**config.mk**
```make
export PLATFORM = sky130hd
export DESIGN_NAME = pkt_tx_engine
export DESIGN_NICKNAME = d
export VERILOG_FILES = /design/src/rtl/pkt_tx_engine.sv
export SDC_FILE = /design/constraint.sdc
export NUM_CORES = 1
export LEC_CHECK = 0
export ABC_AREA = 1
export CELL_PAD_IN_SITES_DETAIL_PLACEMENT = 1
export CELL_PAD_IN_SITES_GLOBAL_PLACEMENT = 2
export CORE_UTILIZATION = 27
export DETAILED_ROUTE_END_ITERATION = 10
export PLACE_DENSITY = 0.82
export SLEW_MARGIN = 20
export SYNTH_ARGS = -nofsm -noshare
export SYNTH_HDL_FRONTEND = slang
export SYNTH_SLANG_ARGS = --single-unit
export TNS_END_PERCENT = 50
```
**constraint.sdc**
```tcl
create_clock -name clk -period 2.8 [get_ports clk]
set_input_delay 0.56 -clock clk [delete_from_list [all_inputs] [get_ports clk]]
set_output_delay 0.56 -clock clk [all_outputs]
set_load 0.01 [all_outputs]
```
**src/rtl/pkt_tx_engine.sv**
```systemverilog
module pkt_tx_engine #(
  parameter int W        = 16,
  parameter int OFF_CUR  = 4,
  parameter int OFF_END  = 5,
  parameter int OFF_OPST = 10,
  parameter int OFF_CPST = 6,
  parameter int DONE     = 'o777,
  parameter int LASTFN   = 2
) (
  input  logic         clk,
  input  logic         rst_n,
  input  logic         cb_load,
  input  logic [W-1:0] cb_wdata,
  input  logic         wake_out,
  input  logic         wake_ctl,
  input  logic         thr_mode,
  input  logic [W-1:0] hw_status,
  input  logic         irq_clear,
  input  logic [W-1:0] mem_rdata,
  output logic         mem_en,
  output logic         mem_we,
  output logic [W-1:0] mem_addr,
  output logic [W-1:0] mem_wdata,
  output logic [W-1:0] tx_data,
  output logic         tx_load,
  output logic         tx_reset,
  output logic [W-1:0] ctl_func,
  output logic         ctl_strobe,
  output logic [W-1:0] irq_pending
);

  typedef enum logic [3:0] {
    S_IDLE, S_O0, S_O1, S_O2, S_O3, S_C0, S_C1, S_P0, S_P1, S_P2
  } st_t;

  st_t          st;
  logic         pend_out, pend_ctl;
  logic [W-1:0] cb, ptr_q, end_q, code_q, off_q;
  logic         last_w;

  assign last_w = ((end_q - ptr_q - W'(1)) == '0);

  always_ff @(posedge clk) begin
    if (!rst_n) begin
      st          <= S_IDLE;
      pend_out    <= 1'b0;
      pend_ctl    <= 1'b0;
      cb          <= '0;
      ptr_q       <= '0;
      end_q       <= '0;
      code_q      <= '0;
      off_q       <= '0;
      irq_pending <= '0;
    end else begin
      pend_out <= (pend_out && st != S_O0) || wake_out;
      pend_ctl <= (pend_ctl && st != S_C0) || wake_ctl;
      if (cb_load) cb <= cb_wdata;
      irq_pending <= (irq_clear ? '0 : irq_pending) | ((st == S_P2) ? mem_rdata : '0);
      case (st)
        S_IDLE: if (pend_ctl) st <= S_C0;
                else if (pend_out) st <= S_O0;
        S_O0:   st <= S_O1;
        S_O1: begin
          ptr_q <= mem_rdata;
          st    <= S_O2;
        end
        S_O2: begin
          end_q <= mem_rdata;
          if (mem_rdata == ptr_q) begin
            code_q <= W'(DONE);
            off_q  <= W'(OFF_OPST);
            st     <= S_P0;
          end else begin
            st <= S_O3;
          end
        end
        S_O3:   st <= S_IDLE;
        S_C0:   st <= S_C1;
        S_C1: begin
          code_q <= W'(DONE);
          off_q  <= W'(OFF_CPST);
          st     <= S_P0;
        end
        S_P0:   st <= S_P1;
        S_P1:   st <= S_P2;
        S_P2:   st <= S_IDLE;
        default: st <= S_IDLE;
      endcase
    end
  end

  always_comb begin
    mem_en     = 1'b0;
    mem_we     = 1'b0;
    mem_addr   = '0;
    mem_wdata  = '0;
    tx_data    = '0;
    tx_load    = 1'b0;
    tx_reset   = 1'b0;
    ctl_func   = '0;
    ctl_strobe = 1'b0;
    case (st)
      S_O0: begin
        tx_reset = 1'b1;
        mem_en   = 1'b1;
        mem_addr = cb + W'(OFF_CUR);
      end
      S_O1: begin
        mem_en   = 1'b1;
        mem_addr = cb + W'(OFF_END);
      end
      S_O2: if (mem_rdata != ptr_q) begin
        mem_en   = 1'b1;
        mem_addr = ptr_q;
      end
      S_O3: begin
        tx_data   = mem_rdata;
        tx_load   = 1'b1;
        mem_en    = 1'b1;
        mem_we    = 1'b1;
        mem_addr  = cb + W'(OFF_CUR);
        mem_wdata = ptr_q + W'(1);
        if (last_w && thr_mode) begin
          ctl_func   = W'(LASTFN);
          ctl_strobe = 1'b1;
        end
      end
      S_C0: begin
        mem_en   = 1'b1;
        mem_addr = cb;
      end
      S_C1: begin
        ctl_func   = mem_rdata;
        ctl_strobe = 1'b1;
      end
      S_P0: begin
        mem_en    = 1'b1;
        mem_we    = 1'b1;
        mem_addr  = cb + off_q;
        mem_wdata = code_q & hw_status;
      end
      S_P1: begin
        mem_en   = 1'b1;
        mem_addr = cb + off_q + W'(1);
      end
      default: ;
    endcase
  end

  assert_reset_before_load_R2: assert property (@(posedge clk) disable iff (!rst_n)
    tx_load |-> $past(tx_reset, 3));

  assert_ptr_writeback_R3: assert property (@(posedge clk) disable iff (!rst_n)
    tx_load |-> (mem_we && mem_addr == cb + W'(OFF_CUR)));

  assert_lastfn_with_load_R6: assert property (@(posedge clk) disable iff (!rst_n)
    (tx_load && ctl_strobe) |-> (ctl_func == W'(LASTFN)));

  assert_irq_sticky_R5: assert property (@(posedge clk) disable iff (!rst_n)
    !irq_clear |=> (($past(irq_pending) & ~irq_pending) == '0));

  assert_one_action_R2: assert property (@(posedge clk) disable iff (!rst_n)
    $onehot0({tx_reset, tx_load, (mem_we && !tx_load)}));

endmodule

```
### Yosys cells after proc, flatten, opt, wreduce, memory -nomap -nowiden

Index checks and enable logic that the tools add are counted.
W data, S select, Z words.

* order comparisons: 0
* multipliers: 0
* bitwise logic cells: 2
* add/sub/neg operators: 7
* mux-type cells: 23
* equality and inequality tests: 15
* reduce and logical (&&, ||, !) cells: 12
* shift-type cells: 0
* div/mod/pow operators: 0

Operators by type and width (number)
* $pmux W16 S2: 4
* $mux W16: 6
* $pmux W16 S6: 1
* $add A16 B1 Y16 const B: 2
* $add A16 B3 Y16 const B: 2
* $pmux W4 S8: 1
* $add A16 B16 Y16: 1
* $and A16 B16 Y16: 1
* $eq A16 B16 Y1: 1
* $eq A4 B3 Y1 const B: 4
* $logic_not A16 Y1: 1
* $ne A16 B16 Y1: 1
* $or A16 B16 Y16: 1
* $sub A16 B1 Y16 const B: 1
* $sub A16 B16 Y16: 1
* $eq A4 B2 Y1 const B: 2
* $eq A4 B4 Y1 const B: 2
* $mux W4: 2
* $reduce_or A6 Y1: 1
* $mux W1: 5
* $eq A4 B1 Y1 const B: 1
* $logic_not A4 Y1: 1
* $mux W2: 2
* $ne A4 B1 Y1 const B: 1
* 9 further kinds: 14

* logic and storage cells: 68
* latch bits: 0
* bits in writable memories: 0
* memories: 0
* memory bits (read-only): 0
* bits in registers: 102
* bits of input ports: 55
* output and inout bits: 85

### Longest topological paths before layout

* depth after elaboration: 6
* gate-level depth with buffers: 16
* gate-level depth less buffers: 16

### Worst setup path after synthesis

Ideal clock, no wire load.

* path kind: register to output
* from: register cb[1]
* to: output mem_addr[13]
* buffers on the path: 0
* data arrival time: 2.043 ns
* stages on the path, launching flop included: 14
* data required time: 2.240 ns
* setup slack: 0.197 ns
* path through: dfxtp_1 > ha_1 > fa_1 > nand3_1 > inv_1 > nand2_1 > nor2_1 > nand2_4 > nor2_8 > nand3_2 > nor2_1 > nor2_1 > nand2_1 > nand2_1

* word-level cells in the longest chain between the ends: 3
* elaborated cells on any way between the ends: 5
* classes of those cells: add/sub (4); mux (1)

Ends and longest elaborated chain
* from (decl): line 38 `logic [W-1:0] cb, ptr_q, end_q, code_q, off_q;`
* from (signal assigned): line 57 `if (cb_load) cb <= cb_wdata;`
* $add A16 B16 Y16: line 139, 144
* $add A16 B1 Y16: line 144 `mem_addr = cb + off_q + W'(1);`
* $pmux W16 S6 *: line 102 `case (st)`
* to (decl): line 22 `output logic [W-1:0] mem_addr,`

Every way passes the cells marked *; elsewhere a longest branch is shown, timed or not.

### Final worst setup path

* from: register ptr_q[0]
* to: output ctl_func[1]

* word-level cells in the longest chain between the ends: 6

Ends and longest elaborated chain
* from (decl): line 38
* from (signal assigned): line 64 `ptr_q <= mem_rdata;`
* $sub A16 B16 Y16: line 41 `assign last_w = ((end_q - ptr_q - W'(1)) == '0);`
* $sub A16 B1 Y16: line 41
* $logic_not A16 Y1: line 41
* $logic_and A1 B1 Y1: line 123 `if (last_w && thr_mode) begin`
* $mux W2: line 123
* $pmux W16 S2: line 102
* to (decl): line 27 `output logic [W-1:0] ctl_func,`

No other way between the ends.

==> metrics.txt <==
final setup margin=-0.557 ns; post-route cell area=10,400 um^2; die width=154 um; critical path fanouts, max=2; worst min path class=reg -> reg; Yosys top cell by area=dfxtp_1; Worst Setup SP=ptr_q[0]; Max Root-Sink Buffers=2; Fin Hold WS=0.480 ns; Cell Pwr Density=649 nW/um^2; post-synthesis register bit count=between 70 and 80; final hold vios=0; max-cap violations=0; clk_lat worst skew=roughly 0.35 ns; Sequential Area=1470 um^2; drt first pass iters=5; Total Wirelength=31,700 um; final core utilization=0.459; Mean Syn Cell Area=6.02 um^2; Multi-input gate area=around 4500 um^2; DR iter-0 viols=442; commonest cells after routing, fill and taps aside=buf_4 (192), nand2_1 (186), inv_1 (147), nor2_1 (109); CP peak stage delay=just under 0.5 ns; Area after DPL=9100 um^2; worst setup path class=reg -> out; Slew HR=0.518; Synth top area share=0.235; Required @ worst endpoint=2.24 ns; Initial Utilization=0.275; failing checks=setup timing; Final Max Slew Viols=0; total inserted antenna cells=0; Core Region=22,600 um^2; Synthesis Warnings=0; RD Place Congestion=between 0.9 and 1; Num CTS Buffers=9; row count=55; Post-synth EDFFs=0; Root Buffer=clkbuf_16; FILL cells=2,898; crit-path cells=inv_2 > ha_4 > inv_2 > fa_1 > nand2_1 > nor2_1 > nand3_1 > nor2_1 > nand3_1 > nor2_1 > nand3_1 > nor2_1 > nand4_1 > buf_4 > nand2_2 > buf_6; via count=about 8.3k; Via density=5.05; setup violators final=17; Syn Inst Count=1,034; CTS HTree Levels=3; Slew @ Worst Pin=0.721 ns; type of origin of the critical path=flip-flop; Synth cell types=52; Overflow after GRT=0; Total Routing Usage GR=0.265; synthesized net count=between 1k and 1.5k; fin crit period=roughly 3.4 ns; VDD IR max=0.284 mV; Port-buffer cells=132; PnR Total Power=6.74 mW; Synth Flop Type=dfxtp_1; register area share after synthesis=0.235; # DRC=0; nets@finish=about 1.4k; leak pwr=5.02 nW; synthesized area=a little over 6000 um^2; Post-synth ARST share=0; clk slew on worst S/H paths=0.07 ns; clock sink count=73; min-delay src=ptr_q[7]; antenna violations before repair=0; fin crit share=1.20; layout cells sized above 1=0.296; synth-to-layout area growth=66.7%; die area=23,700 um^2; largest net degree at the start of global routing=41; worst-path cell with the longest stage delay=fa_1; WP data arrival=2.80 ns; vias in the first global route=8,603; Setup Skew=0.00532 ns; wire per inst=19.2 um; Max Fclk=0.298 GHz; cell mode on critical path=nor2_1; Routed Antenna Nets=0; first-pass GRT wire length=48,100 um; worst r2r src=ptr_q[12]; IO Count=140; RSZ-0062 raised after global routing=yes; CTS tree=yes; status=finished, violations left; DP HPWL=~24,000 um; commonest non-fill, non-tap cell in the layout=buf_4; Synth area leaders=dfxtp_1 (23%), nand2_1 (13%), inv_1 (9.3%); critical path capture point type=primary output; overall die height=about 150 um
[final cells by class]
class / count / share of cell area
multi-input cells: 761 / 0.438
repair buffers: 351 / 0.296
flip-flops and latches: 73 / 0.142
inverters: 165 / 0.0611
well taps: 285 / 0.0343
clock buffers: 9 / 0.0217
clock inverters: 7 / 0.00759
[cells in the mapped netlist, types with 5 or more instances]
cell type	n
a21oi_1	82
clkbuf_1	27
dfxtp_1	73
ha_1	23
inv_1	155
inv_2	8
nand2_1	219
nand2_2	7
nand3_1	75
nand3_2	7
nand4_1	17
nor2_1	122
nor2_2	9
nor2_4	5
nor3_1	10
o211ai_1	8
o21ai_0	86
o221ai_1	5
o22ai_1	18
xnor2_1	18
xor2_1	7
[kinds of logic after synthesis]
family	after synthesis	share of synthesized area
AND/OR/NAND/NOR	485	0.349
AO/OA/AOI/OAI	226	0.205
buffers and inverters	200	0.124
flip-flops	73	0.235
XOR/XNOR	25	0.0351
adder cells (fa/ha/maj)	25	0.0526
[state kept, by name (all words and copies together), names as in the netlist]
name         flops
cb              16
pend_ctl         1
end_q           16
ptr_q           16
code_q           1
irq_pending     16
off_q            2
pend_out         1
st               4
[critical path: cells and delay by family, from the launching register on]
kind | cells | cell delay [ns]
fa+ha+maj | 2 | 0.63
simple gates | 10 | 1.06
buf+inv | 4 | 0.43
flops | 1 | 0.33
[per-stage QoR]
stage	instances	setup TNS, ns	worst slack, ns
global placement	1588	-10.24	-0.636
detailed placement	1588	-11.25	-0.680
global route	1651	-6.08	-0.593
CTS	1637	-5.28	-0.532
floorplan	1034	0	0.197
finish	1651	-4.60	-0.557
[per-layer routing]
layer / vias up / global-route usage / wire (um)
li1: 4034 / - / -
met1: 4026 / 0.353 / 14800
met2: 237 / 0.439 / 14400
met3: 46 / 0.0369 / 1530
met4: 0 / 0.0857 / 860
met5: - / 0 / 0
[path summary, 6_finish.rpt]
check / end / slack [ns] / cells past startpoint
worst min register to register: ptr_q[7] / 0.48 / 2
worst max-delay path: ctl_func[1] / -0.56 / 16
worst max register to register: code_q[7] / 0.81 / 13
worst min-delay path: ptr_q[7] / 0.48 / 2
[power by group]
| group | total, mW | internal [mW] | leakage (nW) | switching [mW] |
|---|---|---|---|---|
| Sequential | 1.31 | 1.20 | 0.599 | 0.110 |
| Combinational | 4.20 | 1.76 | 4.27 | 2.45 |
| Clock | 1.23 | 0.700 | 0.144 | 0.529 |
[repair_timing]
item / CTS / global route
hold buffers: 0 / 0
endpoints found under the setup margin: 51 / 49
buffers inserted: 36 / 17
resized for setup: 201 / 96
pin swaps: 58 / 60
No activity file was read; power rests on OpenSTA's default activity.
